$ cat src/rtl/intr_sample_pkg.sv
package intr_sample_pkg;

    localparam int REQ_W   = 2;
    localparam int NMI_IDX = 1;
    localparam int IRQ_IDX = 0;

    typedef struct packed {
        logic nmi_trans;
        logic irq_trans;
        logic nmi_pend;
        logic irq_pend;
        logic intr_pend;
        logic wake;
    } samp_state_t;

endpackage

$ cat src/rtl/intr_sample_sync.sv
module intr_sample_sync #(
    parameter int WIDTH  = 2,
    parameter int STAGES = 2
) (
    input  logic             clk_i,
    input  logic             rst_ni,
    input  logic [WIDTH-1:0] async_i,
    output logic [WIDTH-1:0] sync_o
);
    localparam int DEPTH = (STAGES < 2) ? 2 : STAGES;

    logic [WIDTH-1:0] stage_d [DEPTH];
    logic [WIDTH-1:0] stage_q [DEPTH];

    genvar g;
    generate
        for (g = 0; g < DEPTH; g++) begin : g_stage
            if (g == 0) begin : g_first
                always_comb stage_d[g] = async_i;
            end else begin : g_next
                always_comb stage_d[g] = stage_q[g-1];
            end
            always_ff @(posedge clk_i or negedge rst_ni) begin
                if (!rst_ni) stage_q[g] <= '0;
                else         stage_q[g] <= stage_d[g];
            end
        end
    endgenerate

    assign sync_o = stage_q[DEPTH-1];
endmodule

$ cat src/rtl/intr_sample_edge.sv
module intr_sample_edge #(
    parameter int WIDTH = 2
) (
    input  logic             clk_i,
    input  logic             rst_ni,
    input  logic [WIDTH-1:0] level_i,
    output logic [WIDTH-1:0] rise_o
);
    logic [WIDTH-1:0] prev_d, prev_q;

    always_comb begin
        prev_d = level_i;
        rise_o = level_i & ~prev_q;
    end

    always_ff @(posedge clk_i or negedge rst_ni) begin
        if (!rst_ni) prev_q <= '0;
        else         prev_q <= prev_d;
    end

    // a rise is reported only when the previous level was low

    rise_needs_low_prev_chk: assert property (@(posedge clk_i) disable iff (!rst_ni)
        (rise_o != '0) |=> ((rise_o & $past(rise_o)) == '0));
endmodule

$ cat src/rtl/intr_sample_core.sv
module intr_sample_core
    import intr_sample_pkg::*;
(
    input  logic clk_i,
    input  logic rst_ni,
    input  logic nmi_rise_i,
    input  logic irq_rise_i,
    input  logic irq_level_i,
    input  logic irq_disable_i,
    input  logic lock_i,
    input  logic last_cycle_i,
    input  logic idle_slot_i,
    input  logic ack_nmi_i,
    input  logic ack_irq_i,
    output logic nmi_pend_o,
    output logic irq_pend_o,
    output logic intr_pend_o,
    output logic wake_o,
    output logic idle_to_read_o
);
    samp_state_t st_d, st_q;
    logic        sample_en;
    logic        nmi_hit;
    logic        irq_hit;

    always_comb begin
        st_d      = st_q;
        sample_en = last_cycle_i & ~lock_i;
        nmi_hit   = sample_en & st_q.nmi_trans;
        irq_hit   = sample_en & (st_q.irq_trans | irq_level_i);

        // sample consumes recorded edges; a fresh edge in the same cycle survives
        if (nmi_hit)    st_d.nmi_trans = 1'b0;
        if (nmi_rise_i) st_d.nmi_trans = 1'b1;
        if (irq_hit)    st_d.irq_trans = 1'b0;
        if (irq_rise_i) st_d.irq_trans = 1'b1;

        // acknowledge clears, a same-cycle sample wins
        if (ack_nmi_i)                   st_d.nmi_pend = 1'b0;
        if (nmi_hit)                     st_d.nmi_pend = 1'b1;
        if (ack_irq_i)                   st_d.irq_pend = 1'b0;
        if (irq_hit && !irq_disable_i)   st_d.irq_pend = 1'b1;

        if (sample_en || ack_nmi_i || ack_irq_i)
            st_d.intr_pend = st_d.nmi_pend | st_d.irq_pend;

        st_d.wake      = nmi_hit | irq_hit;
        idle_to_read_o = idle_slot_i & st_d.intr_pend;
    end

    always_ff @(posedge clk_i or negedge rst_ni) begin
        if (!rst_ni) st_q <= '0;
        else         st_q <= st_d;
    end

    assign nmi_pend_o  = st_q.nmi_pend;
    assign irq_pend_o  = st_q.irq_pend;
    assign intr_pend_o = st_q.intr_pend;
    assign wake_o      = st_q.wake;


    lock_holds_nmi_chk: assert property (@(posedge clk_i) disable iff (!rst_ni)
        (lock_i && !ack_nmi_i) |=> (nmi_pend_o == $past(nmi_pend_o)));

    lock_holds_irq_chk: assert property (@(posedge clk_i) disable iff (!rst_ni)
        (lock_i && !ack_irq_i) |=> (irq_pend_o == $past(irq_pend_o)));

    irq_rise_unmasked_chk: assert property (@(posedge clk_i) disable iff (!rst_ni)
        $rose(irq_pend_o) |-> $past(last_cycle_i && !lock_i && !irq_disable_i));

    nmi_rise_sampled_chk: assert property (@(posedge clk_i) disable iff (!rst_ni)
        $rose(nmi_pend_o) |-> $past(last_cycle_i && !lock_i));

    combined_hold_chk: assert property (@(posedge clk_i) disable iff (!rst_ni)
        !(last_cycle_i && !lock_i) && !ack_nmi_i && !ack_irq_i |=> $stable(intr_pend_o));

    wake_after_sample_chk: assert property (@(posedge clk_i) disable iff (!rst_ni)
        wake_o |-> $past(last_cycle_i && !lock_i));

    ack_clears_nmi_chk: assert property (@(posedge clk_i) disable iff (!rst_ni)
        (ack_nmi_i && !last_cycle_i) |=> !nmi_pend_o);
endmodule

$ cat src/rtl/intr_sample_unit.sv
module intr_sample_unit
    import intr_sample_pkg::*;
#(
    parameter int SYNC_STAGES = 2
) (
    input  logic clk_i,
    input  logic rst_ni,
    input  logic nmi_req_i,
    input  logic irq_req_i,
    input  logic irq_disable_i,
    input  logic lock_i,
    input  logic last_cycle_i,
    input  logic idle_slot_i,
    input  logic ack_nmi_i,
    input  logic ack_irq_i,
    output logic nmi_pend_o,
    output logic irq_pend_o,
    output logic intr_pend_o,
    output logic wake_o,
    output logic idle_to_read_o,
    output logic entry_nmi_o,
    output logic entry_irq_o
);
    logic [REQ_W-1:0] req_raw;
    logic [REQ_W-1:0] req_sync;
    logic [REQ_W-1:0] req_rise;

    assign req_raw[NMI_IDX] = nmi_req_i;
    assign req_raw[IRQ_IDX] = irq_req_i;

    intr_sample_sync #(.WIDTH(REQ_W), .STAGES(SYNC_STAGES)) u_sync (
        .clk_i   (clk_i),
        .rst_ni  (rst_ni),
        .async_i (req_raw),
        .sync_o  (req_sync)
    );

    intr_sample_edge #(.WIDTH(REQ_W)) u_edge (
        .clk_i   (clk_i),
        .rst_ni  (rst_ni),
        .level_i (req_sync),
        .rise_o  (req_rise)
    );

    intr_sample_core u_core (
        .clk_i          (clk_i),
        .rst_ni         (rst_ni),
        .nmi_rise_i     (req_rise[NMI_IDX]),
        .irq_rise_i     (req_rise[IRQ_IDX]),
        .irq_level_i    (req_sync[IRQ_IDX]),
        .irq_disable_i  (irq_disable_i),
        .lock_i         (lock_i),
        .last_cycle_i   (last_cycle_i),
        .idle_slot_i    (idle_slot_i),
        .ack_nmi_i      (ack_nmi_i),
        .ack_irq_i      (ack_irq_i),
        .nmi_pend_o     (nmi_pend_o),
        .irq_pend_o     (irq_pend_o),
        .intr_pend_o    (intr_pend_o),
        .wake_o         (wake_o),
        .idle_to_read_o (idle_to_read_o)
    );

    assign entry_nmi_o = nmi_pend_o;
    assign entry_irq_o = irq_pend_o & ~nmi_pend_o;


    entry_onehot_chk: assert property (@(posedge clk_i) disable iff (!rst_ni)
        $onehot0({entry_nmi_o, entry_irq_o}));

    combined_covers_nmi_chk: assert property (@(posedge clk_i) disable iff (!rst_ni)
        $rose(nmi_pend_o) |-> intr_pend_o);
endmodule

$ cat config.mk
export PLATFORM = sky130hd
export DESIGN_NAME = intr_sample_unit
export DESIGN_NICKNAME = d
export VERILOG_FILES = /design/src/rtl/intr_sample_pkg.sv /design/src/rtl/intr_sample_sync.sv /design/src/rtl/intr_sample_edge.sv /design/src/rtl/intr_sample_core.sv /design/src/rtl/intr_sample_unit.sv
export SDC_FILE = /design/constraint.sdc
export NUM_CORES = 1
export LEC_CHECK = 0
export BUFFER_PORTS_ARGS = -buffer_cell sky130_fd_sc_hd__buf_2
export CAP_MARGIN = 20
export CORE_AREA = 4 4 41 43
export DETAILED_ROUTE_END_ITERATION = 12
export DIE_AREA = 0 0 45 47
export GPL_ROUTABILITY_DRIVEN = 0
export GPL_TIMING_DRIVEN = 0
export PLACE_DENSITY_LB_ADDON = 0.2
export SYNTH_ARGS = -nofsm -noshare
export SYNTH_HDL_FRONTEND = slang
export SYNTH_SLANG_ARGS = --single-unit
export TNS_END_PERCENT = 30
$ cat constraint.sdc
create_clock -name clk_i -period 2.3 [get_ports clk_i]
set_input_delay 0.23 -clock clk_i [delete_from_list [all_inputs] [get_ports clk_i]]
set_output_delay 0.23 -clock clk_i [all_outputs]
set_load 0.02 [all_outputs]
==> results of run 1 <==
## registers in the layout, indices dropped and copies added (netlist names)
signal,count
u_core.irq_pend_o,1
u_core.nmi_pend_o,1
u_sync.stage_d,2
u_sync.sync_o,2
u_core.st_q,2
u_edge.prev_q,2
u_core.wake_o,1
u_core.intr_pend_o,1
## layout by cell type (no fill, tap or decap)
master	instances
buf_2	16
dfrtp_1	12
inv_1	6
nor2_1	3
clkbuf_4	3
nor2b_1	2
nand2_1	2
o21ai_0	2
a21oi_1	1
nand2b_4	1
o32a_1	1
nor3_1	1
or3_1	1
nor4_1	1
a31oi_1	1
a311oi_2	1
buf_4	1
clkbuf_8	1
dlygate4sd3_1	1
## final cells by class
type / count / share of cell area, %
inverter: 6 / 3.85
clock buffer: 4 / 6.21
buffer: 1 / 1.28
multi-input combinational: 17 / 18.6
timing repair buffer: 17 / 15.4
tap: 15 / 3.21
sequential: 12 / 51.4
## critical path, stage by stage, from the launching register on
cell and delay (ps):
dfrtp_1 390, nor2_1 60, o32a_1 320, a311oi_2 240
buf_2 200
## what timing repair did
| item | in CTS | in global routing |
|---|---|---|
| hold endpoints to repair | 12 | 0 |
| gates resized for setup | 0 | 0 |
| hold buffers | 1 | 0 |
| buffers inserted | 0 | 0 |
## cells in the mapped netlist (all sizes together)
cell / count
or3: 1
nand2: 2
nor2: 3
o32a: 1
nand2b: 1
nor4: 1
a31oi: 1
dfrtp: 12
o21ai: 2
nor3: 1
inv: 6
nor2b: 2
buf: 1
a21oi: 1
a311oi: 1
## routing by layer
metal,up-vias,global-route usage [%],part of all wire (%)
li1,161,-,-
met2,16,9.60,35
met3,0,4.21,16
met5,-,0,0
met1,132,9.81,49
met4,0,5.26,0
## cell families (layout without fill, tap and decap cells)
kind of cell | after synthesis | in the layout | share of synthesized area (%)
flops | 12 | 12 | 68.4
compound gates | 6 | 6 | 10.5
simple gates | 11 | 11 | 14.2
buf+inv | 7 | 28 | 6.84
## through the flow
stage | utilization, % | cells
after floorplan | - | 36
after global placement | 41.3 | 67
after detailed placement | 41.3 | 67
after CTS | 44.9 | 72
after global routing | 44.9 | 72
final | 44.9 | 72
## final timing paths
kind | slack [ps] | start | cells after the start | endpoint
max in group asynchronous | 1730 | rst_ni | 2 | u_core.irq_pend_o
min in group asynchronous | 370 | rst_ni | 2 | u_edge.prev_q[1]
hold / removal | 70 | irq_req_i | 1 | u_sync.stage_d[0]
hold reg to reg | 350 | u_sync.stage_d[0] | 0 | u_sync.sync_o[0]
setup / recovery | 600 | u_sync.sync_o[0] | 4 | idle_to_read_o
setup reg to reg | 1260 | u_sync.sync_o[0] | 3 | u_core.intr_pend_o
## report_power, final
group / total [mW] / leakage [nW] / internal (mW) / switching (mW)
Combinational: 0.0695 / 0.151 / 0.0289 / 0.0405
Sequential: 0.237 / 0.143 / 0.228 / 0.00924
Clock: 0.159 / 0.0210 / 0.0960 / 0.0627
Total: 0.465 / 0.315 / 0.352 / 0.112
==> flow_summary.toml, run 1 <==
[timing]
postLayoutSetupSlackWorst_ps = 596
tightestPinTransition_ps = 426
period_needed_ps = 1700
period_share_pct = 74.1
timing.hold.ws_ps = 70.0
finClkSkew_ps = 1.24
setup_viol = 0
tns_ps = 0
fmax_mhz = 587
rsz0062_at_grt = "no"
slew_viol_final = 0
finalHoldViolations = 0
max_slew_margin_pct = 71.3

[layout]
areaGrowthSynthToFinish_pct = 33.0
layout.area.seq_sq_um = 300
multi_input_area_sq_um = 109
final_net_count = 68
fill_cells = 138
stdcell_area_sq_um = 584
drive_above_1_share_pct = 40.4
diodes = 0

[floorplanning]
dieWidth_microns = 45
io_pins = 17
rows = 13
initial_core_util_pct = 33.7
die_y_microns = 47
coreArea_sq_um = 1300
die_area_sq_um = 2120

[logic_synthesis]
mappedNetlistArea_sq_um = 439
netlist_instances = 36
syn_avg_cell_area_sq_um = 12.2
synth.largest_area_cell = "dfrtp_1"
synth-seq-cells = 12
ys_seq_area_share_pct = 68.4
yosys-top-cells-area = "dfrtp_1 (68%), inv_1 (5.1%), a311oi_2 (3.4%)"
syn_nets = 46
ys_types = 15
yosysWarnings = 0
yosys.area.top_type_share_pct = 68.4

[setup_path]
cp-end-kind = "primary output"
required_ps = 2070
worstSetupStartpointType = "flop"
cp.arrival_ps = 1470
criticalPathCategory = "reg -> out"
critPathMaxFanout = 4

[cts]
clk_latency_ps = 260
path_clk_slew_ps = 70
clock-sinks = 12
cts_tree = "yes"
htreeDepth = 1
root_buffer = "clkbuf_4"
clock_path_buffers = 2
cts-buffers-inserted = 3

[routing]
wl_microns = 697
wl_per_cell_microns = 9.68
drc_errors = 0
ant_nets = 0
drt-initial-drc-count = 9
routed_via_density = 4.29
dr_total_vias = 309
drt_first_pass_iters = 3

[global_route]
antenna_found_initial = 0
grtUsageTotal_pct = 7.64
grt_pass1_vias = 266
grt_first_pass_wirelength_mm = 1.11
grt_max_degree = 13
grt-ovfl-total = 0

[hold_path]
hold_class = "in -> reg"

[placed_design]
dp_slack_ps = 758
io_buffers = 16
placed_cell_area_sq_um = 538
hpwl_microns = 564

[pwr]
powerDensity_nw_per_um2 = 796
vdd_ir_drop_max_mv = 0.310
leakagePower_nw = 0.315
fin_total_pwr_mw = 0.465

[job]
drv_cap = 0

[outcome]
run_status = "finished, final reports clean"
Power figures use the tool's default switching activity.
==> run 2, diff against run 1 <==
- clock period: 2.3 -> 1.6 ns (I/O delays scaled with it)
==> run 2 against run 1 <==
Against the previous run:
- clock skew about the same
- sequential share of layout area decreased by 3.7 points
- combinational power increased by 64%
- clock power increased by 44%
- via count increased by 4.5%
- first-iteration DRC count unchanged
- worst hold slack improved by 95 ps
- die area unchanged
- routed wire length increased by 6.9%
- sequential cell count unchanged
- critical path depth unchanged
==> flow_summary.toml, run 2 (same netlist as run 1, synthesis figures left out) <==
[floorplanning]
coreArea_sq_um = 1300
initial_core_util_pct = 33.7
dieWidth_microns = 45
die_y_microns = 47
rows = 13
io_pins = 17
die_area_sq_um = 2120

[timing]
fmax_mhz = 636
finalHoldViolations = 0
tightestPinTransition_ps = 426
postLayoutSetupSlackWorst_ps = 27.5
period_share_pct = 98.3
rsz0062_at_grt = "yes"
slew_viol_final = 0
tns_ps = 0
setup_viol = 0
finClkSkew_ps = 1.71
period_needed_ps = 1570
max_slew_margin_pct = 71.3

[cts]
cts_tree = "yes"
cts-buffers-inserted = 3
clk_latency_ps = 260
clock-sinks = 12
root_buffer = "clkbuf_4"
path_clk_slew_ps = 70
htreeDepth = 1
clock_path_buffers = 2

[global_route]
grt_max_degree = 13
grt-ovfl-total = 0
grt_first_pass_wirelength_mm = 1.20
grtUsageTotal_pct = 8.20
grt_pass1_vias = 294
antenna_found_initial = 0

[setup_path]
required_ps = 1440
cp.arrival_ps = 1410
cp-end-kind = "primary output"
r2r_setup_slack_ps = 570
worstSetupStartpointType = "flop"
criticalPathCategory = "reg -> out"
critPathMaxFanout = 3

[placed_design]
io_buffers = 16
hpwl_microns = 564
dp_slack_ps = 198

[outcome]
run_status = "finished, final reports clean"

[routing]
wl_microns = 745
drc_errors = 0
dr_total_vias = 323
drt-initial-drc-count = 9
routed_via_density = 4.19
wl_per_cell_microns = 9.68
ant_nets = 0
drt_first_pass_iters = 3

[layout]
final_net_count = 73
drive_above_1_share_pct = 41.9
fill_cells = 132
most-common-layout-cells = "buf_2 (15), dfrtp_1 (12), inv_1 (6)"
areaGrowthSynthToFinish_pct = 43.3
layout_commonest_cell = "buf_2"
diodes = 0

[pwr]
vdd_ir_drop_max_mv = 0.455
fin_total_pwr_mw = 0.682
powerDensity_nw_per_um2 = 1080
leakagePower_nw = 0.338

[hold_path]
hold_class = "in -> reg"

[job]
drv_cap = 0
run 2: cell count changes in the layout (fill, tap and decap cells not counted), sizes merged:
cell         previous run  this run
buf                    17        20
dlygate4sd3             1         3
run 2: what timing repair did:
action / 4_1_cts / 5_1_grt
resized for setup: 1 / 0
hold endpoints to repair: 14 / 0
endpoints found under the setup margin: 1 / 1
hold buffers: 3 / 0
buffers inserted: 1 / 2
run 2: worst paths after layout:
kind | to | startpoint | cells past startpoint
setup / recovery | idle_to_read_o | u_core.st_q[4] | 4
hold / removal | u_core.wake_o | last_cycle_i | 3
setup reg to reg | u_core.intr_pend_o | u_core.nmi_pend_o | 3
hold reg to reg | u_sync.sync_o[0] | u_sync.stage_d[0] | 0
max in group asynchronous | u_core.irq_pend_o | rst_ni | 2
min in group asynchronous | u_edge.prev_q[1] | rst_ni | 2
run 2: layout make-up:
| type | count | area (sq um) | share of cell area [%] |
|---|---|---|---|
| Buffer | 1 | 7.51 | 1.19 |
| Multi-Input combinational cell | 17 | 109 | 17.3 |
| Tap cell | 15 | 18.8 | 2.98 |
| Inverter | 6 | 22.5 | 3.58 |
| Timing Repair Buffer | 22 | 135 | 21.5 |
| Sequential cell | 12 | 300 | 47.7 |
| Clock buffer | 4 | 36.3 | 5.77 |
run 2: metrics by stage:
stage | hold slack [ps] | cell area, sq um | util, % | instances
after floorplan | -136 | 439 | - | 36
after CTS | 155 | 614 | 47.2 | 75
final | 165 | 629 | 48.4 | 77
after detailed placement | 45.0 | 538 | 41.3 | 67
after global placement | 44.7 | 538 | 41.3 | 67
after global routing | 164 | 629 | 48.4 | 77
run 2: critical path, cell delays in order, from the launching register on:
cell and delay (ps):
dfrtp_1 350, nor2_1 50, o32a_1 320, a311oi_2 250, buf_4 180
run 2: routing by layer:
metal | global-route usage (%) | up-vias | part of all wire [%]
li1 | - | 171 | -
met1 | 10.5 | 136 | 50
met2 | 10.7 | 16 | 35
met3 | 4.21 | 0 | 15
met4 | 5.26 | 0 | 0
met5 | 0 | - | 0
run 2: report_power, final:
part           internal, mW  switching (mW)
clock network         0.138          0.0906
registers             0.327          0.0121
logic                0.0527          0.0618
total                 0.518           0.164
